## src/rtl/baudgen_pkg.sv

```systemverilog
package baudgen_pkg;

    localparam int unsigned OSR    = 16;
    localparam int unsigned OSR_SH = $clog2(OSR);
    localparam int unsigned BYTE_W = 8;
    localparam int unsigned DIV_W  = 2 * BYTE_W;
    localparam int unsigned PER_W  = DIV_W + 1;
    localparam int unsigned ACC_W  = PER_W + 1;

    typedef enum logic {
        SEL_LO = 1'b0,
        SEL_HI = 1'b1
    } reg_sel_e;

    typedef struct packed {
        logic [BYTE_W-1:0] hi;
        logic [BYTE_W-1:0] lo;
    } div_t;

    typedef struct packed {
        logic              valid;
        reg_sel_e          sel;
        logic [BYTE_W-1:0] data;
    } wr_t;

    function automatic logic [PER_W-1:0] period_of(input div_t d);
        return {1'b0, d} + PER_W'(OSR);
    endfunction

endpackage

```

## src/rtl/baud_divreg.sv

```systemverilog
module baud_divreg
    import baudgen_pkg::*;
#(
    parameter div_t RST_DIV = 16'h02F0
) (
    input  logic              clk,
    input  logic              rst,
    input  wr_t               wr,
    output div_t              active,
    output logic [BYTE_W-1:0] staged,
    output logic              commit
);

    assign commit = wr.valid && (wr.sel == SEL_HI);

    always_ff @(posedge clk) begin
        if (rst) begin
            active <= RST_DIV;
            staged <= RST_DIV.lo;
        end else if (wr.valid) begin
            if (wr.sel == SEL_LO) begin
                staged <= wr.data;
            end else begin
                active <= '{hi: wr.data, lo: staged};
            end
        end
    end

    // a low-byte write lands in the shadow only
    assert_lo_stage_R2: assert property (@(posedge clk) disable iff (rst)
        (wr.valid && wr.sel == SEL_LO) |=> (staged == $past(wr.data)) && $stable(active));

    // a high-byte write pairs new high byte with the staged low byte
    assert_commit_pair_R3: assert property (@(posedge clk) disable iff (rst)
        (wr.valid && wr.sel == SEL_HI) |=> (active == {$past(wr.data), $past(staged)}));

    // no strobe, no change
    assert_idle_hold_R9: assert property (@(posedge clk) disable iff (rst)
        !wr.valid |=> $stable(active) && $stable(staged));

endmodule

```

## src/rtl/baud_tick_acc.sv

```systemverilog
module baud_tick_acc
    import baudgen_pkg::*;
(
    input  logic             clk,
    input  logic             rst,
    input  logic             restart,
    input  logic [PER_W-1:0] period,
    output logic             tick
);

    logic [PER_W-1:0] acc_q;
    logic [ACC_W-1:0] sum;
    logic             fire;

    assign sum  = {1'b0, acc_q} + ACC_W'(OSR);
    assign fire = sum >= {1'b0, period};

    always_ff @(posedge clk) begin
        if (rst || restart) begin
            acc_q <= '0;
            tick  <= 1'b0;
        end else begin
            tick  <= fire;
            acc_q <= fire ? PER_W'(sum - {1'b0, period}) : PER_W'(sum);
        end
    end

    // Spacing monitor: clocks since the last tick or restart
    logic [PER_W-1:0] gap_q;
    logic [ACC_W-1:0] gap_ceil;
    logic [ACC_W-1:0] gap_floor;
    logic             seen_q;

    assign gap_ceil  = ({1'b0, period} + ACC_W'(OSR - 1)) >> OSR_SH;
    assign gap_floor = {1'b0, period} >> OSR_SH;

    always_ff @(posedge clk) begin
        if (rst || restart) begin
            gap_q  <= '0;
            seen_q <= 1'b0;
        end else begin
            gap_q  <= tick ? PER_W'(1) : gap_q + PER_W'(1);
            seen_q <= seen_q | tick;
        end
    end

    // the clock after a restart carries no tick
    assert_restart_quiet_R5: assert property (@(posedge clk) disable iff (rst)
        restart |=> !tick);

    // remainder always below the period
    assert_acc_bound_R6: assert property (@(posedge clk) disable iff (rst)
        acc_q < period);

    // upper spacing bound
    assert_gap_max_R7: assert property (@(posedge clk) disable iff (rst)
        tick |-> ({1'b0, gap_q} <= gap_ceil));

    // lower spacing bound between two ticks
    assert_gap_min_R7: assert property (@(posedge clk) disable iff (rst)
        (tick && seen_q) |-> ({1'b0, gap_q} >= gap_floor));

endmodule

```

## src/rtl/baud_divisor_top.sv

```systemverilog
module baud_divisor_top
    import baudgen_pkg::*;
#(
    parameter logic [15:0] RST_DIV = 16'h02F0
) (
    input  logic        clk,
    input  logic        rst,
    input  logic        wr_en,
    input  logic        wr_addr,
    input  logic [7:0]  wr_data,
    output logic        tick,
    output logic [15:0] active_div,
    output logic [7:0]  staged_lo
);

    wr_t              wr;
    div_t             active;
    logic             commit;
    logic [PER_W-1:0] period;

    assign wr.valid = wr_en;
    assign wr.sel   = reg_sel_e'(wr_addr);
    assign wr.data  = wr_data;

    baud_divreg #(
        .RST_DIV (div_t'(RST_DIV))
    ) u_regs (
        .clk    (clk),
        .rst    (rst),
        .wr     (wr),
        .active (active),
        .staged (staged_lo),
        .commit (commit)
    );

    assign period     = period_of(active);
    assign active_div = active;

    baud_tick_acc u_acc (
        .clk     (clk),
        .rst     (rst),
        .restart (commit),
        .period  (period),
        .tick    (tick)
    );

    // a zero divisor ticks on every clock once running
    assert_every_clock_R8: assert property (@(posedge clk) disable iff (rst)
        (active == '0 && !commit && $past(active) == '0 && !$past(commit)) |=> tick);

endmodule

```

## config.mk

```make
export PLATFORM = sky130hd
export DESIGN_NAME = baud_divisor_top
export DESIGN_NICKNAME = d
export VERILOG_FILES = /design/src/rtl/baudgen_pkg.sv /design/src/rtl/baud_divreg.sv /design/src/rtl/baud_tick_acc.sv /design/src/rtl/baud_divisor_top.sv
export SDC_FILE = /design/constraint.sdc
export NUM_CORES = 1
export LEC_CHECK = 0
export ABC_AREA = 0
export ABC_CLOCK_PERIOD_IN_PS = 2650
export BUFFER_PORTS_ARGS = -buffer_cell sky130_fd_sc_hd__clkbuf_2
export CAP_MARGIN = 20
export CORE_MARGIN = 2
export CORE_UTILIZATION = 50
export DETAILED_ROUTE_END_ITERATION = 6
export GPL_TIMING_DRIVEN = 0
export PLACE_DENSITY = 0.81
export SYNTH_ARGS = -nofsm -noshare
export SYNTH_HDL_FRONTEND = slang
export SYNTH_SLANG_ARGS = --single-unit
```

## constraint.sdc

```tcl
create_clock -name clk -period 2.65 [get_ports clk]
set_input_delay 0.265 -clock clk [delete_from_list [all_inputs] [get_ports clk]]
set_output_delay 0.265 -clock clk [all_outputs]
set_load 0.005 [all_outputs]
```

# Word-level counts from Yosys, hierarchy flattened
# Cells that the tools add are included.
[word_totals]
regBits = 42
input_bits = 12
output_inout_bits = 25
[op_classes]
bitwise = 1
n_reduce_logical = 4
n_mux = 1
order_cmp = 1
addsub = 3
[ops]
columns = ["cell", "count"]
rows = [
  ["$add A17 B5 Y18 const B", 1],
  ["$ge A18 B17 Y1", 1],
  ["$add A16 B5 Y17 const B", 1],
  ["$mux W17", 1],
  ["$sub A17 B17 Y17", 1],
  ["$reduce_and A2 Y1", 2],
  ["$logic_and A1 B1 Y1", 1],
  ["$logic_or A1 B1 Y1", 1],
  ["$not A1 Y1", 1],
]

# Longest topological paths before layout
[depth]
ltp_word = 3
ltp_mapped = 14

# Hierarchy
# A second synthesis with hierarchy kept.
[unflattened]
hier_cells = 335
area_unflattened_um2 = 2895.3
[modules_own_cells]
columns = ["mod", "seq_area_each_um2", "area_each_um2", "cells_per_inst", "n_inst"]
rows = [
  ["baud_tick_acc", 360.3, 1724.2, 208, 1],
  ["baud_divreg", 480.5, 962.2, 95, 1],
  ["baud_divisor_top", 0.0, 209.0, 32, 1],
]

# Worst setup path before layout
# Ideal clock, no wire load.
[synth_timing]
path_kind = "reg2reg"
startpoint = "register, netlist name u_regs.active[6]"
endpoint = "register u_acc.acc_q[1]"
setup_time_ns = 0.128
stages_incl_launch_ff = 15
path_buffers = 2
t_arrival_ns = 2.642
slack_ns = -0.120
cell_sequence = "dfxtp_1 -> and3_1 -> and2_1 -> and3_1 -> nand2_1 -> xor2_1 -> ha_1 -> buf_2 -> and3_1 -> nand3_1 -> a2111o_1 -> nand4_4 -> buf_12 -> mux2i_1 -> nor2_1"
[synth_between]
elab_chain_cells = 3
[synth_lines]
columns = ["item", "line_no", "rtl"]
rows = [
  ["$add A16 B5 Y17", "baudgen_pkg.sv:27", "return {1'b0, d} + PER_W'(OSR);"],
  ["$ge A18 B17 Y1", "baud_tick_acc.sv:16", "assign fire = sum >= {1'b0, period};"],
  ["$mux W17", "baud_tick_acc.sv:24", "acc_q <= fire ? PER_W'(sum - {1'b0, period}) : PER_W'(sum);"],
  ["end signal, assigned", "baud_tick_acc.sv:24", ""],
  ["end, declared", "baud_tick_acc.sv:11", "logic [PER_W-1:0] acc_q;"],
]
# No other way between the ends.
# A chain may end at the register's enable or synchronous reset.

# Worst setup path after layout
[layout_timing]
startpoint = "register u_acc.acc_q[7]"
endpoint = "register u_acc.acc_q[9]"
[layout_between]
elab_chain_cells = 3
word_cells_on_any_way = 4
cone_classes = "add/sub (2); order compare (1); mux (1)"
[layout_lines]
columns = ["item", "line_no", "rtl"]
rows = [
  ["$add A17 B5 Y18 *", "baud_tick_acc.sv:15", "assign sum = {1'b0, acc_q} + ACC_W'(OSR);"],
  ["$sub A17 B17 Y17 or $ge A18 B17 Y1 (tied branches)", "baud_tick_acc.sv:24, baud_tick_acc.sv:16", ""],
  ["$mux W17 *", "baud_tick_acc.sv:24", ""],
]
# Every way passes the cells marked *; elsewhere a longest branch is shown, timed or not.

==> reports/summary.txt <==
GR Overflow Total -> 0
FF-to-FF Start -> u_acc.acc_q[7]$_SDFF_PP0_
Placer Congestion -> 0.8294
Power Density -> 1261 mW/mm^2
commonest non-fill, non-tap cell in the layout -> nand2_1
initial drt markers -> 183
H-tree depth -> 2
final worst setup slack -> -0.1991 ns
minimum clock period -> 2.849 ns
worst reg2reg path endpoint -> u_acc.acc_q[9]$_SDFF_PP0_
Syn Inst Count -> 343
post-route cell area -> 0.003700 sq mm
most area-consuming cells after synthesis -> dfxtp_1 (30%), ha_1 (9.2%), nand2_1 (6.6%)
Num CTS Buffers -> 5
layout cells sized above 1 -> 32.93%
Final Max Tran Viols -> 0
RSZ-0062 raised after global routing -> yes
Worst-path clk slew -> 0.09 ns
Avg WL per Cell -> 14.86 um
Max-slew headroom -> 65.79%
Non-Filler Instances -> 485
Leakage -> 1.607 nW
R2R Setup Slk -> -0.20 ns
Die Ht -> 79.42 um
#FFs+latches synth -> 42
violated checks -> negative setup slack
met3 WL -> 285 um
Netlist Area Pre-Place -> 0.002844 sq mm
clock sinks -> 42
Min-Delay Path Class -> in2reg
crit path from -> u_acc.acc_q[7]$_SDFF_PP0_
Avg Inst Size Synth -> 8.291 sq um
yosys warns -> 0
final wirelength -> 7205 um
Initial Util -> 51.65%
Post-Route M1 WL -> 3120 um
top sig layer -> met4
Post-DP HPWL -> 5230 um
FFs w/ async S/R, synth -> 0%
number of distinct library cells after synthesis -> 51
register area share after synthesis -> 29.56%
Pwr Total -> 4.664 mW
TritonRoute pass-1 iters -> 5
Rows -> 27
Cell Area, Placed -> 0.003132 sq mm
Root Driver -> clkbuf_8
post-route antenna net violation count -> 0
post-synthesis net count -> 377
Slew @ Worst Pin -> 0.5132 ns
Die ar. -> 0.006308 sq mm
R2R cell count -> 14
crit end category -> flip-flop
Most used DFF post-synth -> dfxtp_1
Hold Vio Cnt, Final -> 0
Top Ports -> 37
Final Util -> 67.19%
Crit Path Class -> reg2reg
number of global-route vias before repair -> 2494
placed cells -> 450
CP required -> 2.88 ns
routed length on met2 -> 3738 um
vias -> 2618
max cap viols -> 0
pre-CTS setup slack -> -0.3772 ns
setup_tns -> -2.403 ns
Hold Startpoint -> wr_data[0]
share of the synthesized area in the top cell type -> 29.56%
peak supply drop -> 0.0006073 V
clk buf depth -> 2
clock skew -> 0.01500 ns
critical path startpoint category -> flip-flop
end of the worst hold path -> u_regs.active[8]$_SDFFE_PP0P_
leading cell types in the layout, fill and taps excluded -> nand2_1 (48), clkbuf_2 (35), dfxtp_1 (31)
largest net degree at the start of global routing -> 17
area grow syn2layout -> 30.09%
chip width -> 79.42 um
worst-path maximum fanout -> 10
Worst-Skew Late Latency -> 0.31 ns
final worst path period share -> 107.5%
Post-synth EDFFs -> 0
total track usage -> 23.24%
Residual DRC -> 0
final net count -> 446
Core Region -> 0.005507 sq mm
first-pass GRT wire length -> 11530 um
Final setup viols -> 17
arrival time of the worst setup path -> 3.08 ns
vias per cell -> 5.398
CTS tree -> yes
status -> finished with violations
Yosys top cell by area -> dfxtp_1
initial antenna violation count -> 0
antenna cell count -> 0
hold path depth -> 3
fmax -> 351.0 MHz
port buffer count -> 35
worst hold slack -> 0.1754 ns
## report_power, final
part	total [mW]	internal (mW)	switching, mW
Combinational	3.34	1.71	1.63
Sequential	0.877	0.771	0.106
Clock	0.447	0.196	0.251
## kinds of logic after synthesis
| family | after synthesis | share of synthesized area, % |
|---|---|---|
| muxes | 15 | 5.323 |
| AOI/OAI and AO/OA | 68 | 16.10 |
| adders and majority gates | 22 | 9.943 |
| xor gates and xnor gates | 32 | 9.855 |
| DFF | 42 | 29.56 |
| buffers and inverters | 24 | 4.267 |
| and+or+nand+nor | 140 | 24.95 |
## worst max path at each step
stage | end | slack (ns) | depth (start not counted)
floorplan | u_acc.acc_q[7]$_SDFF_PP0_ | -0.02 | 13
global placement | u_acc.acc_q[16]$_SDFF_PP0_ | -0.30 | 11
detailed placement | u_acc.acc_q[1]$_SDFFE_PP0P_ | -0.38 | 14
CTS | u_acc.acc_q[12]$_SDFF_PP0_ | -0.23 | 15
global route | u_acc.acc_q[4]$_SDFF_PP0_ | -0.31 | 14
finish | u_acc.acc_q[9]$_SDFF_PP0_ | -0.20 | 14
## synthesized netlist by cell type, types with 3 or more instances
| master | count |
|---|---|
| a211o_1 | 6 |
| a21o_1 | 5 |
| a21oi_1 | 28 |
| dfxtp_1 | 42 |
| inv_1 | 10 |
| nand3_1 | 11 |
| and3_1 | 8 |
| buf_2 | 3 |
| xnor2_1 | 18 |
| and2_1 | 5 |
| nor2b_1 | 7 |
| nand2b_1 | 11 |
| nand3b_1 | 7 |
| a211oi_1 | 3 |
| nand2_1 | 50 |
| nor2_1 | 22 |
| clkbuf_1 | 8 |
| xor2_1 | 14 |
| ha_1 | 21 |
| o21ai_0 | 10 |
| mux2i_1 | 14 |
| nand4_1 | 8 |
## worst max-delay path: stages, from the launching register on
cell and delay [ns]:
dfxtp_2 0.34, and4_4 0.23, and3_4 0.21, nand3_2 0.09, xnor2_2 0.18, ha_1 0.31, buf_6 0.10, and3_4 0.18
nand3_2 0.09, a2111o_1 0.35, nand4_4 0.16, buf_12 0.12, buf_8 0.14, o21ai_1 0.10, a21oi_1 0.17
## routing by layer
metal	up-vias	global-route usage, %
met3	7	3.959
met1	1216	28.49
met2	62	42.10
li1	1333	-
met4	0	5.517
met5	-	0
## layout make-up
type                    count  area, sq um
multi-input cells         277         2115
inverters                  10        37.54
plain buffers              12        87.58
repair buffers             64        417.9
well taps                  72        90.09
clock inverters             3        26.28
fillers                   465         1807
flip-flops and latches     42        857.1
clock buffers               5        68.82
## flip-flops by register name, indices dropped and copies added (netlist names)
signal	cells
u_acc.acc_q	17
u_regs.active	16
u_regs.staged	8
u_acc.tick	1
## what timing repair did
action                                  4_1_cts  5_1_grt
endpoints found under the setup margin       18       18
pin swaps                                    14       19
gates resized for setup                      31       25
hold buffers                                  0        0
gates cloned                                  1        0
setup buffers                                20        9
hold endpoints to repair                      0        0
No activity file was read; power rests on OpenSTA's default activity.
